===== src/rtl/bj_pkg.sv =====
package bj_pkg;

  typedef enum logic [1:0] {
    ST_GET  = 2'b00,
    ST_ADD  = 2'b01,
    ST_TEST = 2'b10,
    ST_USE  = 2'b11
  } dealer_state_t;

  typedef enum logic [1:0] {
    OP_PLUS_TEN  = 2'b00,
    OP_CARD      = 2'b01,
    OP_MINUS_TEN = 2'b10,
    OP_NONE      = 2'b11
  } operand_sel_t;

endpackage


===== src/rtl/bj_btn_edge.sv =====
module bj_btn_edge (
  input  logic clk,
  input  logic rst,
  input  logic btn_raw,
  output logic press_pulse
);
  logic sync_q;
  logic dly_q;

  always_ff @(posedge clk) begin
    if (rst) begin
      sync_q <= 1'b0;
      dly_q  <= 1'b0;
    end else begin
      sync_q <= btn_raw;
      dly_q  <= sync_q;
    end
  end

  assign press_pulse = sync_q & ~dly_q;

  // one event per press: the pulse never lasts two cycles
  assert_single_event_R2: assert property (@(posedge clk) disable iff (rst)
    press_pulse |=> !press_pulse);

endmodule


===== src/rtl/bj_datapath.sv =====
module bj_datapath
  import bj_pkg::*;
#(
  parameter int SCORE_W     = 5,
  parameter int CARD_W      = 4,
  parameter int ACE_VALUE   = 1,
  parameter int BONUS       = 10,
  parameter int STAND_ABOVE = 16,
  parameter int BUST_ABOVE  = 21
) (
  input  logic               clk,
  input  logic               rst,
  input  operand_sel_t       sel,
  input  logic               load,
  input  logic               clear,
  input  logic [CARD_W-1:0]  card,
  output logic [SCORE_W-1:0] score_q,
  output logic               is_ace,
  output logic               gt_stand,
  output logic               gt_bust
);
  localparam logic [SCORE_W-1:0] PLUS_K  = SCORE_W'(BONUS);
  localparam logic [SCORE_W-1:0] MINUS_K = ~PLUS_K + 1'b1;
  localparam int                 PAD_W   = SCORE_W - CARD_W;

  logic [SCORE_W-1:0] operand;
  logic [SCORE_W-1:0] sum;

  always_comb begin
    case (sel)
      OP_PLUS_TEN:  operand = PLUS_K;
      OP_CARD:      operand = {{PAD_W{1'b0}}, card};
      OP_MINUS_TEN: operand = MINUS_K;
      default:      operand = '0;
    endcase
  end

  assign sum = score_q + operand;

  always_ff @(posedge clk) begin
    if (rst || clear) score_q <= '0;
    else if (load)    score_q <= sum;
  end

  assign is_ace   = (card == CARD_W'(ACE_VALUE));
  assign gt_stand = (score_q > SCORE_W'(STAND_ABOVE));
  assign gt_bust  = (score_q > SCORE_W'(BUST_ABOVE));

  // a new hand starts from an empty score
  assert_clear_zero_R9: assert property (@(posedge clk) disable iff (rst)
    clear |=> (score_q == '0));

endmodule


===== src/rtl/bj_ctrl.sv =====
module bj_ctrl
  import bj_pkg::*;
(
  input  logic         clk,
  input  logic         rst,
  input  logic         new_card,
  input  logic         is_ace,
  input  logic         gt_stand,
  input  logic         gt_bust,
  output operand_sel_t sel,
  output logic         load,
  output logic         clear,
  output logic         hit,
  output logic         stand,
  output logic         broke
);
  dealer_state_t state_q, state_n;
  logic ace11_q, ace11_n;
  logic stand_q, stand_n;
  logic broke_q, broke_n;

  always_ff @(posedge clk) begin
    if (rst) begin
      state_q <= ST_GET;
      ace11_q <= 1'b0;
      stand_q <= 1'b0;
      broke_q <= 1'b0;
    end else begin
      state_q <= state_n;
      ace11_q <= ace11_n;
      stand_q <= stand_n;
      broke_q <= broke_n;
    end
  end

  always_comb begin
    state_n = state_q;
    ace11_n = ace11_q;
    stand_n = stand_q;
    broke_n = broke_q;
    sel     = OP_CARD;
    load    = 1'b0;
    clear   = 1'b0;
    case (state_q)
      ST_GET: begin
        if (new_card) begin
          if (stand_q || broke_q) begin
            clear   = 1'b1;
            stand_n = 1'b0;
            broke_n = 1'b0;
            ace11_n = 1'b0;
          end
          state_n = ST_ADD;
        end
      end
      ST_ADD: begin
        sel     = OP_CARD;
        load    = 1'b1;
        state_n = (is_ace && !ace11_q) ? ST_USE : ST_TEST;
      end
      ST_USE: begin
        sel     = OP_PLUS_TEN;
        load    = 1'b1;
        ace11_n = 1'b1;
        state_n = ST_TEST;
      end
      default: begin
        if (gt_bust) begin
          if (ace11_q) begin
            sel     = OP_MINUS_TEN;
            load    = 1'b1;
            ace11_n = 1'b0;
          end else begin
            broke_n = 1'b1;
            state_n = ST_GET;
          end
        end else begin
          if (gt_stand) stand_n = 1'b1;
          state_n = ST_GET;
        end
      end
    endcase
  end

  assign hit   = (state_q == ST_GET) && !stand_q && !broke_q;
  assign stand = stand_q;
  assign broke = broke_q;

  assert_ace_upgrade_R4: assert property (@(posedge clk) disable iff (rst)
    (state_q == ST_USE) |=> (state_q == ST_TEST && ace11_q));

  assert_verdict_excl_R5: assert property (@(posedge clk) disable iff (rst)
    !(stand_q && broke_q));

  assert_soft_retest_R6: assert property (@(posedge clk) disable iff (rst)
    (state_q == ST_TEST && gt_bust && ace11_q) |=> (state_q == ST_TEST && !ace11_q));

  assert_low_return_R8: assert property (@(posedge clk) disable iff (rst)
    (state_q == ST_TEST && !gt_stand) |=> (state_q == ST_GET && !stand_q && !broke_q));

endmodule


===== src/rtl/bj_dealer.sv =====
module bj_dealer
  import bj_pkg::*;
#(
  parameter int SCORE_W     = 5,
  parameter int CARD_W      = 4,
  parameter int STAND_ABOVE = 16,
  parameter int BUST_ABOVE  = 21
) (
  input  logic               clk,
  input  logic               rst,
  input  logic [CARD_W-1:0]  card_val,
  input  logic               card_btn,
  output logic [SCORE_W-1:0] score,
  output logic               hit,
  output logic               stand,
  output logic               broke
);
  operand_sel_t sel;
  logic new_card, load, clear, is_ace, gt_stand, gt_bust;

  bj_btn_edge u_btn (
    .clk         (clk),
    .rst         (rst),
    .btn_raw     (card_btn),
    .press_pulse (new_card)
  );

  bj_datapath #(
    .SCORE_W     (SCORE_W),
    .CARD_W      (CARD_W),
    .ACE_VALUE   (1),
    .BONUS       (10),
    .STAND_ABOVE (STAND_ABOVE),
    .BUST_ABOVE  (BUST_ABOVE)
  ) u_dp (
    .clk      (clk),
    .rst      (rst),
    .sel      (sel),
    .load     (load),
    .clear    (clear),
    .card     (card_val),
    .score_q  (score),
    .is_ace   (is_ace),
    .gt_stand (gt_stand),
    .gt_bust  (gt_bust)
  );

  bj_ctrl u_ctrl (
    .clk      (clk),
    .rst      (rst),
    .new_card (new_card),
    .is_ace   (is_ace),
    .gt_stand (gt_stand),
    .gt_bust  (gt_bust),
    .sel      (sel),
    .load     (load),
    .clear    (clear),
    .hit      (hit),
    .stand    (stand),
    .broke    (broke)
  );

  assert_stand_range_R5: assert property (@(posedge clk) disable iff (rst)
    stand |-> (score > SCORE_W'(STAND_ABOVE) && score <= SCORE_W'(BUST_ABOVE)));

  assert_broke_bust_R7: assert property (@(posedge clk) disable iff (rst)
    broke |-> (score > SCORE_W'(BUST_ABOVE)));

endmodule


===== config.mk =====
export PLATFORM = sky130hd
export DESIGN_NAME = bj_dealer
export DESIGN_NICKNAME = d
export VERILOG_FILES = /design/src/rtl/bj_pkg.sv /design/src/rtl/bj_btn_edge.sv /design/src/rtl/bj_datapath.sv /design/src/rtl/bj_ctrl.sv /design/src/rtl/bj_dealer.sv
export SDC_FILE = /design/constraint.sdc
export NUM_CORES = 1
export LEC_CHECK = 0
export BUFFER_PORTS_ARGS = -buffer_cell sky130_fd_sc_hd__buf_2
export CORE_ASPECT_RATIO = 1.1
export CORE_UTILIZATION = 55
export CTS_BUF_LIST = sky130_fd_sc_hd__clkbuf_8
export CTS_CLUSTER_SIZE = 30
export DETAILED_ROUTE_END_ITERATION = 8
export PLACE_DENSITY = 0.8
export SKIP_LAST_GASP = 1
export SLEW_MARGIN = 20
export SYNTH_ARGS = -nofsm -noshare
export SYNTH_HDL_FRONTEND = slang
export SYNTH_SLANG_ARGS = --single-unit

===== constraint.sdc =====
create_clock -name clk -period 3.79 [get_ports clk]
set_clock_uncertainty 0.15 [all_clocks]
set_input_delay 0.379 -clock clk [delete_from_list [all_inputs] [get_ports clk]]
set_output_delay 0.379 -clock clk [all_outputs]
set_load 0.02 [all_outputs]

==> results of run 1 <==
[synth_stat cells]
master                     instances  area [µm²]
sky130_fd_sc_hd__o41ai_1           1        8.76
sky130_fd_sc_hd__o21ba_2           1        10.0
sky130_fd_sc_hd__nand3_1           2        10.0
sky130_fd_sc_hd__nor2b_1           4        25.0
sky130_fd_sc_hd__nand3_2           1        10.0
sky130_fd_sc_hd__a211oi_2          1        12.5
sky130_fd_sc_hd__a31o_2            1        8.76
sky130_fd_sc_hd__buf_2             1        5.00
sky130_fd_sc_hd__clkbuf_1          1        3.75
sky130_fd_sc_hd__and3_1            1        6.26
sky130_fd_sc_hd__fa_1              1        20.0
sky130_fd_sc_hd__mux2i_1           5        50.1
sky130_fd_sc_hd__dfxtp_1          12         240
sky130_fd_sc_hd__nand2b_1          4        25.0
sky130_fd_sc_hd__a41oi_1           1        8.76
sky130_fd_sc_hd__nand4b_1          1        8.76
sky130_fd_sc_hd__or2_1             1        6.26
sky130_fd_sc_hd__nor3_1            2        10.0
sky130_fd_sc_hd__ha_1              8         100
sky130_fd_sc_hd__and2_1            3        18.8
sky130_fd_sc_hd__a211oi_1          2        15.0
sky130_fd_sc_hd__nor2_2            1        6.26
sky130_fd_sc_hd__inv_1             6        22.5
sky130_fd_sc_hd__a21o_1            2        15.0
sky130_fd_sc_hd__a21oi_1           4        20.0
sky130_fd_sc_hd__a31o_1            2        17.5
sky130_fd_sc_hd__nand2_1           6        22.5
sky130_fd_sc_hd__or3_1             1        6.26
sky130_fd_sc_hd__xnor2_1           2        17.5
sky130_fd_sc_hd__nor2_1            6        22.5
sky130_fd_sc_hd__o211ai_1          1        7.51
sky130_fd_sc_hd__a31oi_1           2        12.5
sky130_fd_sc_hd__o311a_1           1        10.0
sky130_fd_sc_hd__a21oi_4           1        16.3
sky130_fd_sc_hd__nor4b_2           1        15.0
sky130_fd_sc_hd__o22ai_4           1        20.0
sky130_fd_sc_hd__o21ai_1           1        5.00
sky130_fd_sc_hd__a311o_1           1        10.0
[power groups by stage]
| stage | Combinational (mW) | Clock [mW] | Sequential, mW |
|---|---|---|---|
| 2_1_floorplan | 0.296 | 0 | 0.215 |
| 3_3_place_gp | 0.387 | 0 | 0.197 |
| 3_5_place_dp | 0.396 | 0 | 0.200 |
| 4_1_cts | 0.403 | 0.145 | 0.197 |
| 5_1_grt | 0.443 | 0.148 | 0.202 |
| 6_report | 0.401 | 0.143 | 0.197 |
[registers in the layout, indices dropped and copies added, names as in the netlist]
register and cells:
u_ctrl.stand 1, u_ctrl.ace11_q 1, u_ctrl.state_q 2, u_btn.sync_q 1
u_btn.dly_q 1, u_dp.score_q 5, u_ctrl.broke 1
[cell type report]
class                   count  area (µm²)
fillers                   111         415
repair buffers             14        70.1
inverters                   6        22.5
well taps                  16        20.0
clock buffers               4        55.1
flip-flops and latches     12         240
multi-input cells          73         578
[final timing paths]
kind,startpoint,to,cells after the start
setup / recovery,u_ctrl.state_q[0],u_dp.score_q[4],10
hold / removal,card_btn,u_btn.sync_q,2
setup reg to reg,u_ctrl.state_q[0],u_dp.score_q[4],10
hold reg to reg,u_btn.sync_q,u_btn.dly_q,1
[per-stage QoR]
step	hold WS (ps)	area (µm²)	util	worst slack (ps)	power, mW
5_1_grt	232	986	0.704	534	0.793
3_3_place_gp	311	931	0.664	861	0.584
4_1_cts	195	986	0.704	715	0.745
3_5_place_dp	318	931	0.664	754	0.595
2_1_floorplan	303	850	-	907	0.511
6_report	192	986	0.704	732	0.741
[metal layers]
metal  global-route usage  vias up  wire length, µm
li1                     -      367                -
met2                0.449       14              860
met3               0.0471        5               56
met4               0.0828        0               27
met1                0.278      349              799
met5                    0        -                0
[cells by family after synthesis]
family          after synthesis
simple gates                 34
fa+ha+maj                     9
mux                           5
flops                        12
buf+inv                       8
compound gates               23
xor+xnor                      2
==> results_tabular.tex, run 1 <==
\begin{tabular}{lr}
\hline
Metric & Value \\
\hline
\multicolumn{2}{l}{\textbf{Logic synthesis}} \\
\quad Simple-gate share of the synthesized area & 0.227 \\
\quad Post-synth design cell area & 850 µm² \\
\quad Seq/Total Area, Yosys & 0.283 \\
\quad Seq cells post-synth & 12 \\
\quad Multiplexer fraction of the synthesized cell area & 0.0589 \\
\quad Fraction of the mapped netlist area in compound gates & 0.233 \\
\quad Syn. warnings & 0 \\
\quad Number of distinct standard cells referenced by the synthesized netlist & 38 \\
\quad Xor and xnor fraction of the mapped netlist area & 0.0206 \\
\quad Mapped Nets & 109 \\
\quad Largest family of logic cells by synthesized area & compound AO/OA/AOI/OAI gates \\
\quad Mean instance size in the synthesized netlist & 9.14 µm² \\
\quad Adder-cell share of the synthesized area & 0.141 \\
\quad Gate Count Post-Synth & 93 \\
\multicolumn{2}{l}{\textbf{Drt}} \\
\quad Overall via count from detail\_route & 735 \\
\quad Number of design rule violations left after detail routing & 0 \\
\quad Detailed-routing iteration count for the pre-antenna-repair pass & 4 \\
\quad Number of antenna-violating nets in the routed design & 0 \\
\quad Final Routed Wirelength & 1.75 mm \\
\quad WL per Instance & 14.0 µm \\
\quad Vias per std cell & 5.88 \\
\quad Iteration-0 DRC Markers & 18 \\
\multicolumn{2}{l}{\textbf{Place}} \\
\quad Final estimated routing congestion in global placement & 0.820 \\
\quad \# placed instances & 121 \\
\quad Port Buf Inserts & 14 \\
\quad HPWL after detailed placement & 1.31 mm \\
\multicolumn{2}{l}{\textbf{Clocking}} \\
\quad Clock insertion delay at the later pin of the skew report & 250 ps \\
\quad Count of instances resized after the clock tree is built & 0 \\
\quad Clock transition at the register clock pins on the worst setup and hold paths after CTS & 60 ps \\
\quad CTS Hold Buffers Added & 0 \\
\quad H-tree levels & 1 \\
\quad Clock tree root driver cell & sky130\_fd\_sc\_hd\_\_clkbuf\_8 \\
\quad TritonCTS sink count & 12 \\
\quad Clock tree from TritonCTS & yes \\
\quad TritonCTS buffer count & 3 \\
\quad Maximum count of clock buffers along a single path & 2 \\
\quad Post-CTS setup repair buffer count & 0 \\
\multicolumn{2}{l}{\textbf{STA}} \\
\quad Setup TNS & 0 ps \\
\quad Slew @ Worst Pin & 313 ps \\
\quad Unrepaired setup endpoints after global routing & false \\
\quad Final number of max-transition violations & 0 \\
\quad Final hold viol count & 0 \\
\quad Final worst-path cycle share & 0.807 \\
\quad Clock period minus final worst setup slack & 3060 ps \\
\quad Total of endpoints with negative setup slack in the final report & 0 \\
\quad Max frequency & 327 MHz \\
\quad Slew HR & 0.790 \\
\multicolumn{2}{l}{\textbf{Floorplan}} \\
\quad Placement row count & 14 \\
\quad Die Y & 43.2 µm \\
\quad Core outline area & 1400 µm² \\
\quad Area enclosed by the die boundary & 1710 µm² \\
\quad Number of ports placed on the die boundary & 15 \\
\quad Starting utilization of the core area & 0.606 \\
\quad Overall die width & 39.5 µm \\
\multicolumn{2}{l}{\textbf{GRT}} \\
\quad Number of global-route vias before repair & 717 \\
\quad Pin count of the biggest net entering global routing & 12 \\
\quad Final global-route overflow total & 0 \\
\quad Global routing usage summed across all routing layers & 0.251 \\
\quad Antenna violations before repair & 0 \\
\quad First-pass GRT wire length & 3.00 mm \\
\multicolumn{2}{l}{\textbf{Critical path}} \\
\quad Type of element capturing the critical path & register \\
\quad Buffers plus inverters on the worst setup path & 1 \\
\quad Required time of the critical path & 3810 ps \\
\quad Flop-to-flop setup slack & 730 ps \\
\quad Cell with the biggest individual delay on the critical path & sky130\_fd\_sc\_hd\_\_or3\_1 \\
\quad Arrival time at the worst endpoint & 3080 ps \\
\quad Largest stage delay, worst path & 460 ps \\
\quad Launching element type of the critical path & register \\
\quad Worst path top cell family by delay & adder cells \\
\quad Worst path cell trace & inv\_1, ha\_1, or3\_1, and3\_1, ha\_1, fa\_1, a21o\_1, a21oi\_1, mux2i\_1, mux2i\_1 \\
\quad Setup CP Type & register to register \\
\quad Worst-path maximum fanout & 9 \\
\multicolumn{2}{l}{\textbf{Cells and area}} \\
\quad Commonest non-fill, non-tap cells in the layout & sky130\_fd\_sc\_hd\_\_buf\_2 (14), sky130\_fd\_sc\_hd\_\_dfxtp\_1 (12), sky130\_fd\_sc\_hd\_\_ha\_1 (8) \\
\quad P\&R area growth vs syn & 16.1\% \\
\quad Most common library cell in the layout ignoring fill and taps & sky130\_fd\_sc\_hd\_\_buf\_2 \\
\quad Share of cells above drive strength 1 & 0.239 \\
\quad Antenna diode instance count & 0 \\
\quad Final-stage net count & 126 \\
\quad Number of standard cells in the layout, taps in and fillers out & 125 \\
\multicolumn{2}{l}{\textbf{Run status}} \\
\quad Run status & completed \\
\multicolumn{2}{l}{\textbf{Pwr}} \\
\quad Part of the total power dissipated in combinational logic & 0.542 \\
\quad Worst ir drop on vdd & 0.449 mV \\
\quad Sequential power share & 0.265 \\
\quad Int Power & 417 µW \\
\quad Power density cells & 751 nW/µm² \\
\quad Net switching power & 323 µW \\
\quad Proportion of total power due to net switching & 0.436 \\
\quad Leakage power total & 0.451 nW \\
\quad Portion of total power attributed to the clock network & 0.193 \\
\multicolumn{2}{l}{\textbf{Run}} \\
\quad Max\_cap viols & 0 \\
\multicolumn{2}{l}{\textbf{Hold path}} \\
\quad Path type of the worst min-delay path & input port to register \\
\hline
\end{tabular}
No activity file was read; power rests on OpenSTA's default activity.
==> inputs of run 2 (changes only) <==
Settings changed: CORE_UTILIZATION 55 to 51, PLACE_DENSITY 0.8 to 0.78.
Clock period 3.79 ns to 2.8 ns, I/O delays scaled along.
==> run 2 against run 1 <==
Effect of this change:
- sequential power increased by 32%
- cell count is 8.0% higher
- global-route usage decreased by 1.4 points
- via count up 2.9%
- flip-flop and latch count unchanged
- largest power group unchanged
- routed wire length increased by 3.1%
- critical endpoint unchanged
- cell area grew 11%
- non-clock buffer count is 9 higher
- fmax up 15%
- setup slack worse by 590 ps
- power rose by 47%
- die area up 7.4%
==> results_tabular.tex, run 2 (synthesis results as in run 1) <==
\begin{tabular}{lr}
\hline
Metric & Value \\
\hline
\multicolumn{2}{l}{\textbf{Cells and area}} \\
\quad Most common library cell in the layout ignoring fill and taps & sky130\_fd\_sc\_hd\_\_buf\_2 \\
\quad Final-stage net count & 135 \\
\quad Flip-flop count of the largest register, all copies and words added & 5 \\
\quad Biggest regs & u\_dp.score\_q: 5 flops, u\_ctrl.state\_q: 2 flops \\
\quad P\&R area growth vs syn & 28.4\% \\
\quad Antenna diode instance count & 0 \\
\quad Commonest non-fill, non-tap cells in the layout & sky130\_fd\_sc\_hd\_\_buf\_2 (14), sky130\_fd\_sc\_hd\_\_dfxtp\_1 (10), sky130\_fd\_sc\_hd\_\_buf\_4 (9) \\
\quad Number of standard cells in the layout, taps in and fillers out & 135 \\
\quad Biggest register & u\_dp.score\_q \\
\quad Share of cells above drive strength 1 & 0.373 \\
\multicolumn{2}{l}{\textbf{Drt}} \\
\quad Detailed-routing iteration count for the pre-antenna-repair pass & 4 \\
\quad Number of antenna-violating nets in the routed design & 0 \\
\quad Number of design rule violations left after detail routing & 0 \\
\quad Vias per std cell & 5.60 \\
\quad Overall via count from detail\_route & 756 \\
\quad Iteration-0 DRC Markers & 7 \\
\quad WL per Instance & 13.3 µm \\
\quad Final Routed Wirelength & 1.80 mm \\
\multicolumn{2}{l}{\textbf{Run}} \\
\quad Max\_cap viols & 0 \\
\multicolumn{2}{l}{\textbf{Critical path}} \\
\quad Launch point of the worst reg-to-reg path & u\_ctrl.state\_q[0] \\
\quad Critical Path Start & u\_ctrl.state\_q[0] \\
\quad Arrival time at the worst endpoint & 2690 ps \\
\quad Launching element type of the critical path & register \\
\quad Required time of the critical path & 2830 ps \\
\quad Worst-path maximum fanout & 4 \\
\quad Setup CP Type & register to register \\
\quad Type of element capturing the critical path & register \\
\multicolumn{2}{l}{\textbf{STA}} \\
\quad Clock period minus final worst setup slack & 2660 ps \\
\quad Final hold viol count & 0 \\
\quad Setup TNS & 0 ps \\
\quad Max frequency & 376 MHz \\
\quad Slew @ Worst Pin & 296 ps \\
\quad Final number of max-transition violations & 0 \\
\quad Slew HR & 0.802 \\
\quad Final worst-path cycle share & 0.950 \\
\quad Total of endpoints with negative setup slack in the final report & 0 \\
\quad Unrepaired setup endpoints after global routing & false \\
\multicolumn{2}{l}{\textbf{Hold path}} \\
\quad Path type of the worst min-delay path & input port to register \\
\quad HP Start & card\_btn \\
\multicolumn{2}{l}{\textbf{Clocking}} \\
\quad TritonCTS sink count & 12 \\
\quad Clock tree root driver cell & sky130\_fd\_sc\_hd\_\_clkbuf\_8 \\
\quad Maximum count of clock buffers along a single path & 2 \\
\quad Clock insertion delay at the later pin of the skew report & 250 ps \\
\quad Clock tree from TritonCTS & yes \\
\quad Clock transition at the register clock pins on the worst setup and hold paths after CTS & 60 ps \\
\quad CTS Hold Buffers Added & 0 \\
\quad H-tree levels & 1 \\
\quad TritonCTS buffer count & 3 \\
\multicolumn{2}{l}{\textbf{GRT}} \\
\quad Final global-route overflow total & 0 \\
\quad First-pass GRT wire length & 2.93 mm \\
\quad Antenna violations before repair & 0 \\
\quad Number of global-route vias before repair & 690 \\
\quad Pin count of the biggest net entering global routing & 12 \\
\quad Global routing usage summed across all routing layers & 0.236 \\
\multicolumn{2}{l}{\textbf{Floorplan}} \\
\quad Area enclosed by the die boundary & 1830 µm² \\
\quad Die Y & 44.8 µm \\
\quad Placement row count & 15 \\
\quad Starting utilization of the core area & 0.545 \\
\quad Number of ports placed on the die boundary & 15 \\
\quad Overall die width & 40.9 µm \\
\quad Core outline area & 1560 µm² \\
\multicolumn{2}{l}{\textbf{Place}} \\
\quad \# placed instances & 128 \\
\quad Final estimated routing congestion in global placement & 0.860 \\
\quad Port Buf Inserts & 14 \\
\quad HPWL after detailed placement & 1.38 mm \\
\multicolumn{2}{l}{\textbf{Pwr}} \\
\quad Post-layout power & 1.09 mW \\
\quad Worst ir drop on vdd & 0.522 mV \\
\quad Power density cells & 999 nW/µm² \\
\quad Leakage power total & 0.495 nW \\
\multicolumn{2}{l}{\textbf{Run status}} \\
\quad Run status & completed \\
\hline
\end{tabular}
## run 2: power by group
group          switching [mW]  leakage [nW]  internal [mW]  total (mW)
clock                  0.0713        0.0288          0.125       0.196
sequential             0.0496        0.0986          0.212       0.261
combinational           0.340         0.367          0.292       0.632
total                   0.461         0.495          0.629        1.09
## run 2: layout make-up
cell class / count / area (µm²)
inverters: 6 / 22.5
well taps: 17 / 21.3
flip-flops and latches: 12 / 243
fillers: 131 / 467
repair buffers: 23 / 138
multi-input cells: 73 / 612
clock buffers: 4 / 55.1
## run 2: metrics by stage
step / hold slack (ps) / cell area (µm²) / worst slack, ps / util
final: 89.6 / 1090 / 141 / 0.700
after CTS: 90.8 / 1050 / 1.92 / 0.671
after global routing: 124 / 1090 / 15.6 / 0.700
after detailed placement: 323 / 988 / -31.0 / 0.635
after global placement: 317 / 988 / 96.8 / 0.635
after floorplan: 258 / 861 / 10.3 / -
## run 2: what timing repair did
action                                  4_1_cts  5_1_grt
gates resized for setup                       2        5
endpoints found under the setup margin        1        1
buffers inserted                              0        3
pin swaps                                     0        3
## run 2: worst max-delay path, cell delays in order (launching register included)
cell                      delay [ps]
sky130_fd_sc_hd__dfxtp_2         320
sky130_fd_sc_hd__buf_4           130
sky130_fd_sc_hd__ha_2            180
sky130_fd_sc_hd__or3_4           380
sky130_fd_sc_hd__and3_4          200
sky130_fd_sc_hd__ha_4            160
sky130_fd_sc_hd__fa_2            350
sky130_fd_sc_hd__a21o_1          170
sky130_fd_sc_hd__a21oi_2         120
sky130_fd_sc_hd__mux2i_1         230
sky130_fd_sc_hd__mux2i_1         200
## run 2: path summary, 6_finish.rpt
kind | slack [ps] | depth (start not counted) | endpoint
worst max-delay path | 140 | 10 | u_dp.score_q[4]
worst min-delay path | 90 | 2 | u_btn.sync_q
worst max register to register | 140 | 10 | u_dp.score_q[4]
worst min register to register | 340 | 1 | u_btn.dly_q
## run 2: routing by layer
metal | GRT usage | up-vias | wire length, µm
met4 | 0.0800 | 0 | 29
met5 | 0 | - | 0
met1 | 0.266 | 356 | 789
met3 | 0.0591 | 5 | 38
met2 | 0.413 | 9 | 941
li1 | - | 386 | -
==> inputs of run 3 (changes only) <==
Settings changed: CORE_ASPECT_RATIO 1.1 to unset.
==> run 3 against run 2 <==
Effect of this change:
- fmax down 0.72%
- sequential power about the same
- non-clock buffer count unchanged
- routed wire length up 11%
- register-to-register slack worse by 20 ps
- die area about the same
- flip-flop and latch count unchanged
- first-iteration DRC count rose to 2.7 times the previous value
- largest cell class unchanged
- largest power group unchanged
==> results_tabular.tex, run 3 (synthesis results as in run 1) <==
\begin{tabular}{lr}
\hline
Metric & Value \\
\hline
\multicolumn{2}{l}{\textbf{Run status}} \\
\quad Run status & completed \\
\multicolumn{2}{l}{\textbf{Clocking}} \\
\quad Clock insertion delay at the later pin of the skew report & 240 ps \\
\quad TritonCTS sink count & 12 \\
\quad TritonCTS buffer count & 3 \\
\quad CTS Hold Buffers Added & 0 \\
\quad Clock transition at the register clock pins on the worst setup and hold paths after CTS & 60 ps \\
\quad Clock tree root driver cell & sky130\_fd\_sc\_hd\_\_clkbuf\_8 \\
\quad Clock tree from TritonCTS & yes \\
\quad H-tree levels & 1 \\
\quad Maximum count of clock buffers along a single path & 2 \\
\multicolumn{2}{l}{\textbf{Cells and area}} \\
\quad Antenna diode instance count & 0 \\
\quad Layout Cell Area excl Fill & 1090 µm² \\
\quad Flip-flop count of the largest register, all copies and words added & 5 \\
\quad Commonest non-fill, non-tap cells in the layout & sky130\_fd\_sc\_hd\_\_buf\_2 (14), sky130\_fd\_sc\_hd\_\_dfxtp\_1 (10), sky130\_fd\_sc\_hd\_\_buf\_4 (9) \\
\quad Share of cells above drive strength 1 & 0.390 \\
\quad Most common library cell in the layout ignoring fill and taps & sky130\_fd\_sc\_hd\_\_buf\_2 \\
\quad P\&R area growth vs syn & 28.6\% \\
\quad Biggest regs & u\_dp.score\_q: 5 flops, u\_ctrl.state\_q: 2 flops \\
\quad Biggest register & u\_dp.score\_q \\
\quad Final-stage net count & 135 \\
\multicolumn{2}{l}{\textbf{GRT}} \\
\quad Antenna violations before repair & 0 \\
\quad Final global-route overflow total & 0 \\
\quad Pin count of the biggest net entering global routing & 12 \\
\quad Number of global-route vias before repair & 697 \\
\quad First-pass GRT wire length & 3.12 mm \\
\quad Global routing usage summed across all routing layers & 0.231 \\
\multicolumn{2}{l}{\textbf{Floorplan}} \\
\quad Starting utilization of the core area & 0.557 \\
\quad Area enclosed by the die boundary & 1830 µm² \\
\quad Core outline area & 1520 µm² \\
\quad Placement row count & 14 \\
\quad Number of ports placed on the die boundary & 15 \\
\quad Die Y & 42.8 µm \\
\quad Overall die width & 42.8 µm \\
\multicolumn{2}{l}{\textbf{Drt}} \\
\quad Final Routed Wirelength & 1.99 mm \\
\quad Number of antenna-violating nets in the routed design & 0 \\
\quad Vias per std cell & 5.93 \\
\quad WL per Instance & 14.8 µm \\
\quad Number of design rule violations left after detail routing & 0 \\
\quad Iteration-0 DRC Markers & 19 \\
\quad Detailed-routing iteration count for the pre-antenna-repair pass & 4 \\
\quad Overall via count from detail\_route & 795 \\
\multicolumn{2}{l}{\textbf{Critical path}} \\
\quad Required time of the critical path & 2820 ps \\
\quad Setup CP Type & register to register \\
\quad Type of element capturing the critical path & register \\
\quad Worst-path maximum fanout & 4 \\
\quad Critical Path Start & u\_ctrl.state\_q[0] \\
\quad Launch point of the worst reg-to-reg path & u\_ctrl.state\_q[0] \\
\quad Arrival time at the worst endpoint & 2700 ps \\
\quad Launching element type of the critical path & register \\
\multicolumn{2}{l}{\textbf{STA}} \\
\quad Final hold viol count & 0 \\
\quad Clock period minus final worst setup slack & 2680 ps \\
\quad Final worst-path cycle share & 0.956 \\
\quad Setup TNS & 0 ps \\
\quad Slew @ Worst Pin & 308 ps \\
\quad Slew HR & 0.792 \\
\quad Total of endpoints with negative setup slack in the final report & 0 \\
\quad Min setup slack post-route & 122 ps \\
\quad Final number of max-transition violations & 0 \\
\quad Max frequency & 373 MHz \\
\quad Final hold slack & 102 ps \\
\multicolumn{2}{l}{\textbf{Pwr}} \\
\quad Leakage power total & 0.495 nW \\
\quad Power density cells & 1030 nW/µm² \\
\quad Post-layout power & 1.12 mW \\
\quad Worst ir drop on vdd & 0.551 mV \\
\multicolumn{2}{l}{\textbf{Hold path}} \\
\quad Path type of the worst min-delay path & input port to register \\
\quad HP Start & card\_btn \\
\multicolumn{2}{l}{\textbf{Place}} \\
\quad Port Buf Inserts & 14 \\
\quad Post-place instance area & 995 µm² \\
\quad Dpl ws & -9.80 ps \\
\quad HPWL after detailed placement & 1.51 mm \\
\quad Final estimated routing congestion in global placement & 0.810 \\
\multicolumn{2}{l}{\textbf{Run}} \\
\quad Max\_cap viols & 0 \\
\hline
\end{tabular}
-- run 3: per-layer routing --
metal | vias up | GRT usage | part of all wire
li1 | 384 | - | -
met1 | 374 | 0.294 | 0.45
met2 | 33 | 0.348 | 0.47
met3 | 4 | 0.0596 | 0.061
met4 | 0 | 0.138 | 0.024
met5 | - | 0 | 0
-- run 3: final cells by class --
type                    instances  area (µm²)
clock buffers                   4        55.1
flip-flops and latches         12         245
well taps                      16        20.0
inverters                       6        22.5
multi-input cells              73         612
fillers                       113         432
repair buffers                 23         138
-- run 3: worst paths after layout --
kind / end / depth (start not counted) / slack, ps
min reg2reg: u_btn.dly_q / 1 / 330
max reg2reg: u_dp.score_q[4] / 10 / 120
max: u_dp.score_q[4] / 10 / 120
min: u_btn.sync_q / 2 / 100
-- run 3: timing repair --
action / 4_1_cts / 5_1_grt
buffers inserted: 0 / 2
gates resized for setup: 2 / 8
pin swaps: 0 / 5
setup endpoints to repair: 1 / 1
-- run 3: power by group --
part | internal [mW] | switching (mW)
clock network | 0.124 | 0.0676
logic | 0.305 | 0.365
registers | 0.215 | 0.0480
total | 0.644 | 0.480
-- run 3: worst max-delay path: stages (launching register included) --
cell and delay [ps]:
sky130_fd_sc_hd__dfxtp_4 370, sky130_fd_sc_hd__inv_2 50, sky130_fd_sc_hd__ha_2 180, sky130_fd_sc_hd__or3_4 400, sky130_fd_sc_hd__and3_4 170, sky130_fd_sc_hd__ha_4 160
sky130_fd_sc_hd__fa_2 380, sky130_fd_sc_hd__a21o_1 190, sky130_fd_sc_hd__a21oi_2 120, sky130_fd_sc_hd__mux2i_1 230, sky130_fd_sc_hd__mux2i_1 200
-- run 3: per-stage QoR --
step	util	cells
after floorplan	-	93
final	0.717	134
after detailed placement	0.653	128
after CTS	0.690	132
after global placement	0.653	128
after global routing	0.717	134
